==> src/rtl/fbm_pkg.sv <==
`timescale 1ns/1ps
package fbm_pkg;
  typedef enum logic [1:0] {
    FMT_NONE    = 2'd0,
    FMT_RGB565  = 2'd1,
    FMT_XRGB_LE = 2'd2,
    FMT_XRGB_BE = 2'd3
  } pix_fmt_e;
endpackage

==> src/rtl/fbm_format_sel.sv <==
`timescale 1ns/1ps
module fbm_format_sel #(
  parameter int BPP_W = 16
) (
  input  logic [BPP_W-1:0]  depth,
  input  logic              big_endian,
  output logic              fmt_ok,
  output logic [1:0]        px_shift,
  output logic [2:0]        px_bytes,
  output fbm_pkg::pix_fmt_e fmt
);
  import fbm_pkg::*;

  localparam logic [BPP_W-1:0] DEPTH16 = BPP_W'(16);
  localparam logic [BPP_W-1:0] DEPTH32 = BPP_W'(32);

  always_comb begin
    fmt_ok   = 1'b0;
    px_shift = 2'd0;
    px_bytes = 3'd0;
    fmt      = FMT_NONE;
    if (depth == DEPTH16) begin
      // 16-bit pixels have one layout only; byte order is not consulted
      fmt_ok   = 1'b1;
      px_shift = 2'd1;
      px_bytes = 3'd2;
      fmt      = FMT_RGB565;
    end else if (depth == DEPTH32) begin
      fmt_ok   = 1'b1;
      px_shift = 2'd2;
      px_bytes = 3'd4;
      fmt      = big_endian ? FMT_XRGB_BE : FMT_XRGB_LE;
    end
  end
endmodule

==> src/rtl/fbm_geometry.sv <==
`timescale 1ns/1ps
module fbm_geometry #(
  parameter int DIM_W    = 16,
  parameter int STRIDE_W = DIM_W + 2,
  parameter int ADDR_W   = 40
) (
  input  logic [DIM_W-1:0]    xres,
  input  logic [DIM_W-1:0]    yres,
  input  logic [DIM_W-1:0]    vwidth,
  input  logic [DIM_W-1:0]    xpan,
  input  logic [DIM_W-1:0]    ypan,
  input  logic [1:0]          px_shift,
  output logic [STRIDE_W-1:0] stride,
  output logic [ADDR_W-1:0]   offset,
  output logic [ADDR_W-1:0]   size
);
  logic [DIM_W-1:0]  eff_w;
  logic [ADDR_W-1:0] stride_w;
  logic [ADDR_W-1:0] col_bytes;
  logic [ADDR_W-1:0] row_bytes;

  always_comb begin
    // clamp the line width up to the visible width
    eff_w     = (vwidth < xres) ? xres : vwidth;
    stride    = STRIDE_W'(eff_w) << px_shift;
    stride_w  = ADDR_W'(stride);
    size      = stride_w * ADDR_W'(yres);
    col_bytes = ADDR_W'(xpan) << px_shift;
    row_bytes = stride_w * ADDR_W'(ypan);
    offset    = col_bytes + row_bytes;
  end
endmodule

==> src/rtl/fbm_bounds.sv <==
`timescale 1ns/1ps
module fbm_bounds #(
  parameter int DIM_W   = 16,
  parameter int ADDR_W  = 40,
  parameter int MIN_DIM = 64
) (
  input  logic [DIM_W-1:0]  xres,
  input  logic [DIM_W-1:0]  yres,
  input  logic [ADDR_W-1:0] offset,
  input  logic [ADDR_W-1:0] size,
  input  logic [ADDR_W-1:0] vmem,
  output logic              fits
);
  localparam logic [DIM_W-1:0] MIN_V = DIM_W'(MIN_DIM);

  logic [ADDR_W:0] win_end;
  logic            big_enough;
  logic            in_mem;

  always_comb begin
    win_end    = {1'b0, offset} + {1'b0, size};
    big_enough = (xres >= MIN_V) && (yres >= MIN_V);
    in_mem     = win_end <= {1'b0, vmem};
    fits       = big_enough && in_mem;
  end
endmodule

==> src/rtl/fb_mode_decoder.sv <==
`timescale 1ns/1ps
module fb_mode_decoder #(
  parameter int DIM_W   = 16,
  parameter int ADDR_W  = 40,
  parameter int MIN_DIM = 64,
  parameter int BPP_W   = 16
) (
  input  logic                 clk,
  input  logic                 rst_n,
  input  logic                 ctl_enable,
  input  logic [BPP_W-1:0]     bpp,
  input  logic [DIM_W-1:0]     x_res,
  input  logic [DIM_W-1:0]     y_res,
  input  logic [DIM_W-1:0]     virt_width,
  input  logic [DIM_W-1:0]     x_pan,
  input  logic [DIM_W-1:0]     y_pan,
  input  logic                 fb_big_endian,
  input  logic [ADDR_W-1:0]    vmem_bytes,
  output logic                 mode_valid,
  output logic [2:0]           bytes_pp,
  output logic [1:0]           pix_fmt,
  output logic [DIM_W-1:0]     width,
  output logic [DIM_W-1:0]     height,
  output logic [DIM_W+1:0]     line_stride,
  output logic [ADDR_W-1:0]    start_offset,
  output logic [ADDR_W-1:0]    total_size,
  output logic                 mode_changed
);
  import fbm_pkg::*;

  localparam int STRIDE_W = DIM_W + 2;

  logic                fmt_ok;
  logic [1:0]          px_shift;
  logic [2:0]          c_bytes;
  pix_fmt_e            c_fmt;
  logic [STRIDE_W-1:0] c_stride;
  logic [ADDR_W-1:0]   c_offset;
  logic [ADDR_W-1:0]   c_size;
  logic                fits;
  logic                c_valid;
  logic                c_differs;

  fbm_format_sel #(.BPP_W(BPP_W)) u_fmt (
    .depth      (bpp),
    .big_endian (fb_big_endian),
    .fmt_ok     (fmt_ok),
    .px_shift   (px_shift),
    .px_bytes   (c_bytes),
    .fmt        (c_fmt)
  );

  fbm_geometry #(.DIM_W(DIM_W), .STRIDE_W(STRIDE_W), .ADDR_W(ADDR_W)) u_geom (
    .xres     (x_res),
    .yres     (y_res),
    .vwidth   (virt_width),
    .xpan     (x_pan),
    .ypan     (y_pan),
    .px_shift (px_shift),
    .stride   (c_stride),
    .offset   (c_offset),
    .size     (c_size)
  );

  fbm_bounds #(.DIM_W(DIM_W), .ADDR_W(ADDR_W), .MIN_DIM(MIN_DIM)) u_bnd (
    .xres   (x_res),
    .yres   (y_res),
    .offset (c_offset),
    .size   (c_size),
    .vmem   (vmem_bytes),
    .fits   (fits)
  );

  always_comb begin
    c_valid   = ctl_enable && fmt_ok && fits;
    c_differs = (c_bytes     != bytes_pp)     ||
                (c_fmt       != pix_fmt_e'(pix_fmt)) ||
                (x_res       != width)        ||
                (y_res       != height)       ||
                (c_stride    != line_stride)  ||
                (c_offset    != start_offset) ||
                (c_size      != total_size);
  end

  always_ff @(posedge clk or negedge rst_n) begin
    if (!rst_n) begin
      mode_valid   <= 1'b0;
      mode_changed <= 1'b0;
      bytes_pp     <= '0;
      pix_fmt      <= '0;
      width        <= '0;
      height       <= '0;
      line_stride  <= '0;
      start_offset <= '0;
      total_size   <= '0;
    end else begin
      mode_valid   <= c_valid;
      mode_changed <= c_valid && c_differs;
      if (c_valid && c_differs) begin
        bytes_pp     <= c_bytes;
        pix_fmt      <= c_fmt;
        width        <= x_res;
        height       <= y_res;
        line_stride  <= c_stride;
        start_offset <= c_offset;
        total_size   <= c_size;
      end
    end
  end
endmodule

==> config.mk <==
export PLATFORM = sky130hd
export DESIGN_NAME = fb_mode_decoder
export DESIGN_NICKNAME = d
export VERILOG_FILES = /design/src/rtl/fbm_pkg.sv /design/src/rtl/fbm_format_sel.sv /design/src/rtl/fbm_geometry.sv /design/src/rtl/fbm_bounds.sv /design/src/rtl/fb_mode_decoder.sv
export SDC_FILE = /design/constraint.sdc
export NUM_CORES = 2
export LEC_CHECK = 0
export BUFFER_PORTS_ARGS = -buffer_cell sky130_fd_sc_hd__buf_2
export CORE_MARGIN = 3
export CORE_UTILIZATION = 40
export CTS_CLUSTER_SIZE = 20
export DETAILED_ROUTE_END_ITERATION = 10
export GPL_ROUTABILITY_DRIVEN = 1
export PLACE_DENSITY_LB_ADDON = 0.15
export SYNTH_ARGS = -nofsm -noshare
export SYNTH_HDL_FRONTEND = slang
export SYNTH_HIERARCHICAL = 1
export SYNTH_SLANG_ARGS = --single-unit
==> constraint.sdc <==
create_clock -name clk -period 2.55 [get_ports clk]
set_clock_uncertainty 0.1 [all_clocks]
set_input_delay 0 -clock clk [delete_from_list [all_inputs] [get_ports clk]]
set_output_delay 0 -clock clk [all_outputs]
set_load 0.01 [all_outputs]
After elaboration in Yosys (flattened, before gate mapping):

Index checks and enable logic that the tools add are counted.

* register bits: 131
* bits in latches: 0
* bits in writable memories: 0
* memory bits (read-only): 0
* input port bits: 140
* output and inout bits: 137
* memories kept: 0

* $add $sub $neg: 2
* multiply operators: 2
* div/mod/pow operators: 0
* order comparisons: 4
* equal/unequal tests: 9
* shift-type cells: 2
* mux-type cells: 10
* bitwise logic cells: 0
* reductions and logical operators: 11

Operator list (number)
* 18-bit by 16-bit multiplier with 34-bit output: 2
* 40-bit by 34-bit adder with 41-bit output: 1
* 41-bit by 40-bit <= comparator with 1-bit output: 1
* 40-bit by 34-bit adder with 40-bit output: 1
* 40-bit != test: 1
* 16-bit by 2-bit left shift with 40-bit output: 1
* 34-bit != test: 1
* 16-bit by 7-bit greater-or-equal comparator with 1-bit output (second input constant): 2
* 16-bit != test: 2
* 18-bit != test: 1
* 16-bit by 2-bit left shift with 18-bit output: 1
* 16-bit by 5-bit equality test with 1-bit output (second input constant): 1
* 16-bit by 6-bit equality test with 1-bit output (second input constant): 1
* 16-bit < comparator: 1
* 16-bit 2-to-1 mux: 1
* 2-bit 2-to-1 mux: 4
* 1-bit logical OR: 6
* 3-bit 2-to-1 mux: 2
* 1-bit logical AND: 5
* 1-bit 2-to-1 mux: 3
* 3-bit != test: 1
* 2-bit != test: 1

Depth between registers and ports, before layout:

* depth in word-level cells: 11
* mapped depth: 60

Modules after synthesis:

The synthesis kept the hierarchy.

By module, submodules not included
* fbm_geometry: instances 1, cells an instance 2465, area each 21360.5 µm², seq. area each 0.0 µm²
* fb_mode_decoder: instances 1, cells an instance 478, area each 6746.5 µm², seq. area each 3428.3 µm²
* fbm_bounds: instances 1, cells an instance 483, area each 3418.3 µm², seq. area each 0.0 µm²
* fbm_format_sel: instances 1, cells an instance 17, area each 100.1 µm², seq. area each 0.0 µm²

Worst setup path after synthesis:

Ideal clock, no wire load.

* path kind: input-to-reg
* from: in x_res[5]
* to: reg height[0]
* setup time: 0.125 ns
* data arrival time: 11.524 ns
* data required time: 2.325 ns
* path slack: -9.199 ns
* stages on the path: 56
* path through: inv_1 > ha_1 > a21o_1 > a21o_1 > a21oi_2 > o21ai_1 > o21a_1 > o21ai_4 > buf_8 > mux4_2 > mux2_4 > buf_2 > and2_1 > fa_1 > inv_1 > fa_1 > fa_1 > inv_1 > (+20 left out) > o21ai_0 > or4_1 > a21oi_1 > nor3_1 > ha_1 > and4_1 > a21oi_1 > nand3_1 > nor2_1 > o311ai_0 > a31oi_1 > o311a_1 > and3_1 > a21boi_1 > buf_6 > buf_8 > buf_12 > mux2_4

RTL lines
* start, declared: RTL line fb_mode_decoder.sv:12 `input logic [DIM_W-1:0] x_res,`
* 16-bit < comparator: RTL line fbm_geometry.sv:24 `eff_w = (vwidth < xres) ? xres : vwidth;`
* 16-bit 2-to-1 mux *: RTL line fbm_geometry.sv:24
* 16-bit by 2-bit left shift with 18-bit output *: RTL line fbm_geometry.sv:25 `stride = STRIDE_W'(eff_w) << px_shift;`
* 18-bit by 16-bit multiplier with 34-bit output *: RTL line fbm_geometry.sv:27 `size = stride_w * ADDR_W'(yres);`
* named net c_size[26]: RTL line fb_mode_decoder.sv:39 `logic [ADDR_W-1:0] c_size;`
* 40-bit by 34-bit adder with 41-bit output *: RTL line fbm_bounds.sv:21 `win_end = {1'b0, offset} + {1'b0, size};`
* 41-bit by 40-bit <= comparator with 1-bit output *: RTL line fbm_bounds.sv:23 `in_mem = win_end <= {1'b0, vmem};`
* 1-bit logical AND *: RTL line fbm_bounds.sv:24 `fits = big_enough && in_mem;`
* named net fits: RTL line fb_mode_decoder.sv:40 `logic fits;`
* 1-bit logical AND *: RTL line fb_mode_decoder.sv:75 `c_valid = ctl_enable && fmt_ok && fits;`
* named net c_valid: RTL line fb_mode_decoder.sv:41 `logic c_valid;`
* 1-bit logical AND *: RTL line fb_mode_decoder.sv:99 `if (c_valid && c_differs) begin`
* end signal, assigned: RTL line fb_mode_decoder.sv:103 `height <= y_res;`
* end, declared: RTL line fb_mode_decoder.sv:23 `output logic [DIM_W-1:0] height,`

The timed path passes the listed nets; every way through them passes the cells marked *.
A chain may end at the register's enable or synchronous reset.

Worst setup path in the final report:

* from: in x_res[5]
* to: reg line_stride[7]

RTL lines
* 16-bit < comparator: RTL line fbm_geometry.sv:24
* 16-bit 2-to-1 mux *: RTL line fbm_geometry.sv:24
* 16-bit by 2-bit left shift with 18-bit output *: RTL line fbm_geometry.sv:25
* named net c_stride[4]: RTL line fb_mode_decoder.sv:37 `logic [STRIDE_W-1:0] c_stride;`
* 18-bit by 16-bit multiplier with 34-bit output *: RTL line fbm_geometry.sv:27
* named net c_size[19]: RTL line fb_mode_decoder.sv:39
* 40-bit by 34-bit adder with 41-bit output *: RTL line fbm_bounds.sv:21
* 41-bit by 40-bit <= comparator with 1-bit output *: RTL line fbm_bounds.sv:23
* 1-bit logical AND *: RTL line fbm_bounds.sv:24
* named net fits: RTL line fb_mode_decoder.sv:40
* 1-bit logical AND *: RTL line fb_mode_decoder.sv:75
* named net c_valid: RTL line fb_mode_decoder.sv:41
* 1-bit logical AND *: RTL line fb_mode_decoder.sv:99
* end signal, assigned: RTL line fb_mode_decoder.sv:104 `line_stride <= c_stride;`
* end, declared: RTL line fb_mode_decoder.sv:24 `output logic [DIM_W+1:0] line_stride,`

Marked as above.

==> qor.txt <==
CTS Sinks = 137
I/O Pins = 277
CTS Buf Count = 17
Final Max Tran Viols = 0
Clock Path Buffers = 2
Die Wd = 287 um
Global route total overflow = 0
DIE AREA = 82500 um^2
GPL Wtd Cong = 0.945
FP Rows = 102
Ys async rst share = 1.00
Worst Path Arrival = 11920 ps
Period utilization = 4.58
Vias/cell = 5.09
Synth Instances = 3443
CP Data Required Time = 2790 ps
Synthesis-stage register bit count = 137
Core area = 77800 um^2
First-pass GRT wire length = 173 mm
Synth area leaders = fa_1 29%, ha_1 13%, dfrtp_1 11%
R2R cell count = 13
Dpl cell area = 39900 um^2
Yosys top cell by area = fa_1
Initial Util = 0.406
Post-synth top area share = 0.294
Largest net degree at the start of global routing = 62
Routed WL = 114 mm
Clk Latency, worst-skew pair = 460 ps
Htree depth = 4
Worst Path Max Fanout = 7
Rel. slew slack = 0.527
Warnings from Yosys = 6
CTS tree = done
Worst path slowest cell = fa_1
Vias = 28272
Initial antenna violation count = 3
Final Util = 0.558
Final setup margin = -9130 ps
Synth-to-layout area growth = 37.4%
WL per Instance = 20.5 um
Failing checks = setup timing
Crit start category = input pin
Fin Setup TNS = -1242150 ps
Fillers = 7055
ANT nets after route = 0
Worst hold path type = in -> async
CTS root buf = clkbuf_16
DP HPWL = 94.8 mm
Total GRT Usage = 0.274
Max-Cap Viols = 0
Synth Area in Adders = 0.420
Worst slew pin tran = 709 ps
Crit path kind = in -> reg
Crit. End Element = register
Mean post-synth cell area = 9.19 um^2
Endpoints failing hold = 0
Commonest register cell after synthesis = dfrtp_1
Pre-antenna DRT Iters = 5
Port Buffer Count = 276
RSZ-0062 raised after global routing = yes
Mux contribution to synthesized area = 0.0755
Share of cells above drive strength 1 = 0.363
Final hold slack = 13.5 ps
Largest family of logic cells by synthesized area = adder cells
Vias in the first global route = 29351
Post-synth cell types = 89
Synth Area in XOR/XNOR = 0.0612
Post-Synth Simple-Gate Area = 0.142
Die extent in y = 287 um
Top-count cell post-synth = inv_1
Status = finished, violations left
Tmin final = 11680 ps
Design area = 43500 um^2
Mapped Area = 31600 um^2
Drt drc = 0
Reg clk slew, reported paths = 80 ps
1st-iter DRT viols = 1576
Nets@finish = 5421
Sequential share of the synthesized area = 0.108
Setup violators final = 137
Post-synth top cells = 677 x inv_1, 465 x fa_1, 380 x nand2_1
Slowest Stage Delay on Critical Path = 570 ps
Complex-gate fraction of the synthesized area = 0.0811
Achievable Freq = 0.0856 GHz
Post-synth EDFFs = 0
## worst max-delay path: cells and delay by family
family / cells / cell delay [ps]
adder cells (fa/ha/maj): 10 / 3930
multiplexers: 3 / 1190
AO/OA/AOI/OAI: 19 / 3590
AND/OR/NAND/NOR: 13 / 1510
buffers and inverters: 14 / 1390
XOR/XNOR: 2 / 310
## routing by layer
metal	part of all wire	GRT usage	vias up
li1	-	-	13033
met1	0.44	0.381	14210
met2	0.47	0.454	874
met3	0.055	0.0255	153
met4	0.033	0.0827	2
met5	0.000079	0	-
## cell type report
cell class                 count  area (um^2)  share of cell area
inverter                     678         2550              0.0587
clock inverter                15          193             0.00443
tap                         1040         1300              0.0299
multi-input combinational   2473        26300               0.606
timing repair buffer        1192         9240               0.213
antenna                        3         7.51            0.000173
sequential                   137         3430              0.0789
clock buffer                  17          425             0.00979
## path summary, 6_finish.rpt
kind | from | end | slack [ps]
hold reg to reg | total_size[16]$_DFFE_PN0P_ | total_size[16]$_DFFE_PN0P_ | 460
max in group asynchronous | rst_n | height[1]$_DFFE_PN0P_ | 1540
hold / removal | rst_n | width[13]$_DFFE_PN0P_ | 10
setup reg to reg | total_size[22]$_DFFE_PN0P_ | start_offset[27]$_DFFE_PN0P_ | -550
setup / recovery | x_res[5] | line_stride[7]$_DFFE_PN0P_ | -9130
min in group clk | y_res[13] | height[13]$_DFFE_PN0P_ | 60
## cells by family after synthesis
family | Yosys count
buf+inv | 842
flops | 137
simple gates | 896
xor+xnor | 221
mux | 178
compound gates | 385
fa+ha+maj | 782
other cells | 2
## state kept, by name, indices dropped and copies added (netlist names)
name          flops
bytes_pp          3
height           16
line_stride      18
mode_changed      1
mode_valid        1
pix_fmt           2
start_offset     40
total_size       40
width            16
## through the flow
step	std cells	setup slack (ps)
2_1_floorplan	3451	-8710
3_3_place_gp	5396	-9850
3_5_place_dp	5396	-9950
4_1_cts	5506	-9050
5_1_grt	5552	-9530
6_report	5555	-9130
## layout by cell type (no fill, tap or decap), types with 82 or more instances in the layout
master	count
buf_2	273
and2_1	203
dfrtp_1	137
inv_1	657
ha_1	275
fa_1	438
nand2_1	375
a21oi_1	90
mux2_4	82
xnor2_1	128
buf_4	812
## what timing repair did
item / CTS / global route
setup endpoints to repair: 137 / 137
resized for setup: 142 / 191
hold endpoints to repair: 118 / 0
setup buffers: 54 / 45
hold buffers: 18 / 0
cloned: 8 / 4
pin swaps: 33 / 137
Power is left out: the tool's default activity adds up to more than one toggle a clock period on the data nets, which glitch-free logic cannot reach.
